$ cat config.mk
export PLATFORM = sky130hd
export DESIGN_NAME = link_train_seq
export DESIGN_NICKNAME = d
export VERILOG_FILES = /design/src/rtl/lt_pkg.sv /design/src/rtl/lt_status_eval.sv /design/src/rtl/lt_aux_fmt.sv /design/src/rtl/link_train_seq.sv
export SDC_FILE = /design/constraint.sdc
export NUM_CORES = 1
export LEC_CHECK = 0
export ABC_AREA = 1
export CAP_MARGIN = 5
export CORE_AREA = 2 2 124 114
export CTS_CLUSTER_SIZE = 25
export DETAILED_ROUTE_END_ITERATION = 8
export DIE_AREA = 0 0 126 116
export PLACE_DENSITY_LB_ADDON = 0.3
export REMOVE_ABC_BUFFERS = 1
export SLEW_MARGIN = 20
export SYNTH_ARGS = -nofsm -noshare
export SYNTH_HDL_FRONTEND = slang
export SYNTH_SLANG_ARGS = --single-unit
$ cat constraint.sdc
create_clock -name clk -period 2.5 [get_ports clk]
set_input_delay 0.75 -clock clk [delete_from_list [all_inputs] [get_ports clk]]
set_output_delay 0.75 -clock clk [all_outputs]
set_load 0.01 [all_outputs]
$ cat src/rtl/lt_pkg.sv
package lt_pkg;

    typedef enum logic [3:0] {
        S_IDLE,
        S_CFG,
        S_DRIVE,
        S_PATW,
        S_SETW,
        S_STATR,
        S_EVAL,
        S_OFF,
        S_FIN
    } lt_state_e;

    localparam logic [15:0] CFG_ADDR  = 16'h0100;
    localparam logic [15:0] PAT_ADDR  = 16'h0102;
    localparam logic [15:0] SET_ADDR  = 16'h0103;
    localparam logic [15:0] STAT_ADDR = 16'h0202;

    localparam logic [7:0] ENH_REV   = 8'h11;
    localparam logic [7:0] ENH_BIT   = 8'h80;

endpackage

$ cat src/rtl/lt_status_eval.sv
module lt_status_eval #(
    parameter int LANES      = 4,
    parameter int STAT_BYTES = 6,
    localparam int SET_W     = LANES * 8,
    localparam int STAT_W    = STAT_BYTES * 8,
    localparam int ALIGN_IDX = ((LANES + 1) / 2) * 8
) (
    input  logic [STAT_W-1:0] stat,
    input  logic [SET_W-1:0]  tset,
    input  logic [2:0]        lane_cnt,
    output logic              cr_all,
    output logic              eq_all,
    output logic              max_all
);
    logic [LANES-1:0] cr_l, eq_l, mx_l;

    for (genvar i = 0; i < LANES; i++) begin : g_lane
        localparam int NIB = (i / 2) * 8 + (i % 2) * 4;
        logic       act;
        logic [3:0] nib;
        assign act     = (32'(i) < 32'(lane_cnt));
        assign nib     = stat[NIB +: 4];
        assign cr_l[i] = !act || nib[0];
        assign eq_l[i] = !act || (&nib[2:0]);
        assign mx_l[i] = !act || tset[i*8 + 2];
    end

    assign cr_all  = &cr_l;
    assign eq_all  = (&eq_l) && stat[ALIGN_IDX];
    assign max_all = &mx_l;

endmodule

$ cat src/rtl/lt_aux_fmt.sv
module lt_aux_fmt
    import lt_pkg::*;
#(
    parameter int LANES      = 4,
    parameter int CFG_BYTES  = 9,
    parameter int STAT_BYTES = 6,
    localparam int SET_W     = LANES * 8,
    localparam int DW        = CFG_BYTES * 8,
    localparam int LEN_W     = $clog2(CFG_BYTES + 1)
) (
    input  lt_state_e        state,
    input  logic             phase_eq,
    input  logic [7:0]       rate_code,
    input  logic [2:0]       lane_cnt,
    input  logic [7:0]       sink_rev,
    input  logic [SET_W-1:0] tset,
    output logic             req,
    output logic             wr,
    output logic [15:0]      addr,
    output logic [LEN_W-1:0] len,
    output logic [DW-1:0]    wdata
);
    always_comb begin
        req   = 1'b0;
        wr    = 1'b0;
        addr  = '0;
        len   = '0;
        wdata = '0;
        unique case (state)
            S_CFG: begin
                req          = 1'b1;
                wr           = 1'b1;
                addr         = CFG_ADDR;
                len          = LEN_W'(CFG_BYTES);
                wdata[7:0]   = rate_code;
                wdata[15:8]  = 8'(lane_cnt) | ((sink_rev >= ENH_REV) ? ENH_BIT : 8'h00);
            end
            S_PATW: begin
                req        = 1'b1;
                wr         = 1'b1;
                addr       = PAT_ADDR;
                len        = LEN_W'(1);
                wdata[7:0] = phase_eq ? 8'h02 : 8'h01;
            end
            S_SETW: begin
                req               = 1'b1;
                wr                = 1'b1;
                addr              = SET_ADDR;
                len               = LEN_W'(LANES);
                wdata[SET_W-1:0]  = tset;
            end
            S_STATR: begin
                req  = 1'b1;
                addr = STAT_ADDR;
                len  = LEN_W'(STAT_BYTES);
            end
            S_OFF: begin
                req  = 1'b1;
                wr   = 1'b1;
                addr = PAT_ADDR;
                len  = LEN_W'(1);
            end
            default: ;
        endcase
    end

endmodule

$ cat src/rtl/link_train_seq.sv
module link_train_seq
    import lt_pkg::*;
#(
    parameter int LANES         = 4,
    parameter int CFG_BYTES     = 9,
    parameter int STAT_BYTES    = 6,
    parameter int CR_SAME_LIMIT = 5,
    parameter int EQ_MAX_ITER   = 5,
    localparam int SET_W        = LANES * 8,
    localparam int DW           = CFG_BYTES * 8,
    localparam int STAT_W       = STAT_BYTES * 8,
    localparam int LEN_W        = $clog2(CFG_BYTES + 1),
    localparam int CNT_W        = $clog2(CR_SAME_LIMIT + 1),
    localparam int IT_W         = $clog2(EQ_MAX_ITER + 1)
) (
    input  logic              clk,
    input  logic              rst_n,
    input  logic              start,
    input  logic [2:0]        lane_cnt,
    input  logic [7:0]        rate_code,
    input  logic [7:0]        sink_rev,
    input  logic [SET_W-1:0]  adj_set,
    output logic              aux_req,
    output logic              aux_wr,
    output logic [15:0]       aux_addr,
    output logic [LEN_W-1:0]  aux_len,
    output logic [DW-1:0]     aux_wdata,
    input  logic              aux_ack,
    input  logic              aux_err,
    input  logic [STAT_W-1:0] aux_rdata,
    output logic [STAT_W-1:0] link_status,
    output logic [1:0]        pat_sel,
    output logic [1:0]        drv_swing,
    output logic [1:0]        drv_pre,
    output logic              busy,
    output logic              done,
    output logic              cr_ok,
    output logic              eq_ok,
    output logic              train_fail
);
    lt_state_e         state, nxt;
    logic              phase_eq;
    logic [SET_W-1:0]  tset_q;
    logic [STAT_W-1:0] stat_q;
    logic [CNT_W-1:0]  same_cnt_q, same_n;
    logic [1:0]        last_sw_q;
    logic [IT_W-1:0]   eq_iter_q;
    logic              cr_all, eq_all, max_all;
    logic              cr_exit, eq_last;

    lt_status_eval #(.LANES(LANES), .STAT_BYTES(STAT_BYTES)) u_eval (
        .stat    (stat_q),
        .tset    (tset_q),
        .lane_cnt(lane_cnt),
        .cr_all  (cr_all),
        .eq_all  (eq_all),
        .max_all (max_all)
    );

    lt_aux_fmt #(.LANES(LANES), .CFG_BYTES(CFG_BYTES), .STAT_BYTES(STAT_BYTES)) u_fmt (
        .state    (state),
        .phase_eq (phase_eq),
        .rate_code(rate_code),
        .lane_cnt (lane_cnt),
        .sink_rev (sink_rev),
        .tset     (tset_q),
        .req      (aux_req),
        .wr       (aux_wr),
        .addr     (aux_addr),
        .len      (aux_len),
        .wdata    (aux_wdata)
    );

    // Same-swing attempt count including the attempt just judged
    assign same_n  = (tset_q[1:0] == last_sw_q) ? same_cnt_q + CNT_W'(1) : CNT_W'(1);
    assign cr_exit = cr_all || max_all || (same_n == CNT_W'(CR_SAME_LIMIT));
    assign eq_last = (eq_iter_q == IT_W'(EQ_MAX_ITER - 1));

    always_comb begin
        nxt = state;
        unique case (state)
            S_IDLE:  if (start) nxt = S_CFG;
            S_CFG:   if (aux_ack) nxt = aux_err ? S_OFF : S_DRIVE;
            S_DRIVE: nxt = S_PATW;
            S_PATW:  if (aux_ack) nxt = aux_err ? S_OFF : S_SETW;
            S_SETW:  if (aux_ack) nxt = aux_err ? S_OFF : S_STATR;
            S_STATR: if (aux_ack) nxt = aux_err ? S_OFF : S_EVAL;
            S_EVAL:  nxt = (phase_eq && (eq_all || eq_last)) ? S_OFF : S_DRIVE;
            S_OFF:   if (aux_ack) nxt = S_FIN;
            S_FIN:   nxt = S_IDLE;
            default: nxt = S_IDLE;
        endcase
    end

    always_ff @(posedge clk or negedge rst_n) begin
        if (!rst_n) state <= S_IDLE;
        else        state <= nxt;
    end

    always_ff @(posedge clk or negedge rst_n) begin
        if (!rst_n) begin
            phase_eq   <= 1'b0;
            tset_q     <= '0;
            stat_q     <= '0;
            same_cnt_q <= '0;
            last_sw_q  <= '0;
            eq_iter_q  <= '0;
            pat_sel    <= '0;
            drv_swing  <= '0;
            drv_pre    <= '0;
            cr_ok      <= 1'b0;
            eq_ok      <= 1'b0;
            train_fail <= 1'b0;
        end else begin
            if (state == S_IDLE && start) begin
                phase_eq   <= 1'b0;
                tset_q     <= '0;
                same_cnt_q <= '0;
                last_sw_q  <= '0;
                eq_iter_q  <= '0;
                cr_ok      <= 1'b0;
                eq_ok      <= 1'b0;
                train_fail <= 1'b0;
            end
            if (state == S_DRIVE) begin
                pat_sel   <= phase_eq ? 2'd2 : 2'd1;
                drv_swing <= tset_q[1:0];
                drv_pre   <= tset_q[4:3];
            end
            if (aux_req && aux_ack && aux_err) train_fail <= 1'b1;
            if (state == S_STATR && aux_ack && !aux_err) stat_q <= aux_rdata;
            if (state == S_EVAL) begin
                if (!phase_eq) begin
                    if (cr_exit) begin
                        phase_eq <= 1'b1;
                        cr_ok    <= cr_all;
                    end else begin
                        same_cnt_q <= same_n;
                        last_sw_q  <= tset_q[1:0];
                        tset_q     <= adj_set;
                    end
                end else if (eq_all) begin
                    eq_ok <= 1'b1;
                end else if (eq_last) begin
                    train_fail <= 1'b1;
                end else begin
                    eq_iter_q <= eq_iter_q + IT_W'(1);
                    tset_q    <= adj_set;
                end
            end
            if (nxt == S_OFF && state != S_OFF) pat_sel <= 2'd0;
        end
    end

    assign busy        = (state != S_IDLE) && (state != S_FIN);
    assign done        = (state == S_FIN);
    assign link_status = stat_q;

endmodule

==> run metrics <==
Hold WS roughly 0.32 ns; fin util 60.9%; sequential share of the synthesized area 46.5%; drt first-iter violations 230; die area 14600 um2; Vias/cell 4.46; Core Box Area between 10000 and 15000 um2; maximum vdd drop ~570 uV; WL per Instance 13.3 um; WP buf/inv 3; CTS root buf clkbuf_16; Net Sw Power 2.96 mW; Port Buffer Count just over 200; RR Startpoint same_cnt_q[0]$_DFF_PN0_; Net Sw Frac 35.8%; antenna violations before repair 0; reg-to-reg endpoint same_cnt_q[0]$_DFF_PN0_; crit end category primary output; cell breakdown of the critical path clkdlybuf4s50_1, inv_1, o21ai_1, clkdlybuf4s15_2; Synth-to-Final Area Change 46.7%; leakage 4.37 nW; crit path kind in -> out; Syn Area/Cell between 8 and 9 um2; CTS clk-pin slew, worst paths 0.07 ns; Synth Register Bits between 100 and 150; wire length of the first global-routing pass 22600 um; total internal power between 5 and 6 mW; Crit path arrival time 1.71 ns; Placed Area 7770 um2; GR Util met3 5.72%; ant diodes 0; Critical-path top delay cell clkdlybuf4s50_1; Tmin final 2.46 ns; R2R Setup Slk 0.63 ns; met1 Use GR 24.1%; Synth Instances between 600 and 700; Pre-Repair DR Iteration Count 4; Final Hold Fails 0; delay-heaviest family, CP buffers and inverters; Final Wtd Congestion ~0.84; share of cells above drive strength 1 16.8%; sequential share of power between 30% and 40%; FF-to-FF path depth 9; maximum clock path buffer count 2; Comb power frac 49.6%; CTS buffer count 9; crit-path max FO 2; Residual DRC 0; I/O pins around 260; HP Class in -> async; Tot GR Track Use 19.2%; H-tree levels 3; met2 Use GR 33.0%; Clock Sinks 102; Max Clock Skew about 0.0088 ns; CTS tree done; area occupied by registers 2550 um2; WP data required around 1.8 ns; Max Clk Rate 0.407 GHz; Initial Util between 40% and 50%; RSZ-0062 raised after global routing yes; Synth cell types 32; Die Y 116 um; clock latency reported for the late side of the worst-skew pair 0.35 ns; clock share of power ~17%; total grt overflow 0; ANT nets after route 0; Vias 4689; Final Max Slew Viols 0; total wire length about 14000 um; GRT busiest layer met2; vias in the first global route 4632; max_cap viols 0; CP startpoint kind input pin; Hold Buf Count CTS 0; Power Dens Cells 1030 nW/um2; Crit path depth 4; Crit path largest cell delay 0.50 ns; final net count 987; Die W between 100 and 150 um; FILL cells 1221; Ys Warns 0; placement row count 40; final setup vio count 0; largest net degree at the start of global routing 45; DP Wirelength slightly above 10000 um; mapped cell area 5490 um2; post-route cell area 8050 um2; status finished clean; crit share post-route a little over nine tenths; area occupied by multi-input gates about 2200 um2
-- cell usage in the layout, fill, tap and decap left out, types with 6 or more instances in the layout --
master / count
o21ai_1: 8
buf_4: 30
dlygate4sd2_1: 12
nand2_1: 177
clkbuf_2: 15
dlymetal6s2s_1: 10
mux2_2: 41
inv_2: 7
buf_12: 11
inv_1: 86
o21ai_0: 11
dfrtp_1: 101
nor2_1: 38
clkdlybuf4s50_1: 152
clkbuf_16: 9
buf_2: 6
nand3_1: 53
conb_1: 52
clkdlybuf4s15_1: 6
-- worst max path at each step --
stage,start,endpoint,slack (ns)
floorplan,state[2]$_DFF_PN0_,aux_wdata[5],0.01
global placement,sink_rev[7],aux_wdata[15],-0.45
detailed placement,sink_rev[7],aux_wdata[15],-0.46
CTS,sink_rev[1],aux_wdata[15],-0.07
global route,state[3]$_DFF_PN0_,aux_wdata[1],-0.05
finish,lane_cnt[0],aux_wdata[8],0.04
-- what timing repair did --
item	4_1_cts	5_1_grt
pin swaps	5	9
gates resized for setup	74	53
endpoints found under the hold margin	0	0
buffers inserted	4	2
setup endpoints to repair	40	26
-- worst register-to-register path: stages, from the launching register on --
cell and delay (ns):
dfrtp_1 0.40, ha_1 0.31, or2_2 0.29, nor2_1 0.12
nand2_1 0.13, nand4_4 0.13, buf_12 0.22, nand2_1 0.08
nand2_1 0.07, inv_1 0.03
-- cell type report --
cell class	count	share of cell area, %
Tap cell	168	2.61
Inverter	94	4.44
Clock inverter	5	0.746
Sequential cell	102	31.7
Multi-Input combinational cell	426	27.6
Timing Repair Buffer	247	30.1
Clock buffer	9	2.80
-- logic make-up after synthesis --
family	Yosys count	share of synthesized area [%]
buf+inv	171	16.7
compound gates	31	3.26
xor+xnor	2	0.319
simple gates	292	23.0
mux	46	9.44
other cells	1	0.0683
fa+ha+maj	3	0.684
flops	102	46.5
-- synthesized netlist by cell type --
cell type  number  area [um2]
o211ai_1        5        37.5
xnor2_1         2        17.5
a21oi_1         4        20.0
nand2_2         2        12.5
buf_2          13        65.1
o21ai_0        16        80.1
nand3_1        54         270
nand2_1       178         668
nand4_4         1        21.3
nor2_1         40         150
mux2_2         41         462
or2_2           3        18.8
nand2_4         3        33.8
ha_1            3        37.5
dfrtp_1       102        2550
nor3_1          1        5.00
conb_1          1        3.75
a22o_1          3        26.3
buf_6           8        90.1
buf_4          53         398
clkbuf_1        1        3.75
or3_1           1        6.26
nor4_1          1        6.26
o21ai_1         3        15.0
clkinv_1        1        3.75
mux2_1          5        56.3
nor2_4          4        45.0
nand4_1         2        12.5
or2_1           2        12.5
buf_1           2        7.51
inv_1          87         327
inv_2           6        22.5
-- power groups by stage --
| stage | logic, mW | registers (mW) | clock network (mW) |
|---|---|---|---|
| 2_1_floorplan | 1.74 | 2.97 | 0 |
| 3_5_place_dp | 4.17 | 2.80 | 0 |
| 3_3_place_gp | 4.13 | 2.77 | 0 |
| 6_report | 4.10 | 2.77 | 1.40 |
| 4_1_cts | 4.12 | 2.78 | 1.44 |
| 5_1_grt | 4.52 | 2.87 | 1.49 |
-- metrics by stage --
stage | TNS (ns) | power, mW | worst slack, ns | instances
after floorplan | 0 | 4.71 | 0.0141 | 622
after global placement | -5.60 | 6.90 | -0.454 | 1031
after detailed placement | -6.53 | 6.97 | -0.459 | 1031
after CTS | -0.0699 | 8.34 | -0.0699 | 1049
after global routing | -0.0492 | 8.89 | -0.0462 | 1051
final | 0 | 8.27 | 0.0402 | 1051
-- metal layers --
| metal | share of wire, % | vias up |
|---|---|---|
| met1 | 43 | 2141 |
| met4 | 1.1 | 0 |
| met5 | 0 | - |
| li1 | - | 2359 |
| met3 | 7.7 | 14 |
| met2 | 48 | 175 |
-- flip-flops by register name (all words and copies together) (netlist names) --
signal	cells
drv_pre	2
drv_swing	2
state	4
train_fail	1
eq_ok	1
eq_iter_q	3
link_status	48
last_sw_q	2
phase_eq	1
tset_q	32
cr_ok	1
same_cnt_q	3
pat_sel	2
Note: power is estimated with default switching activity, not from simulation.
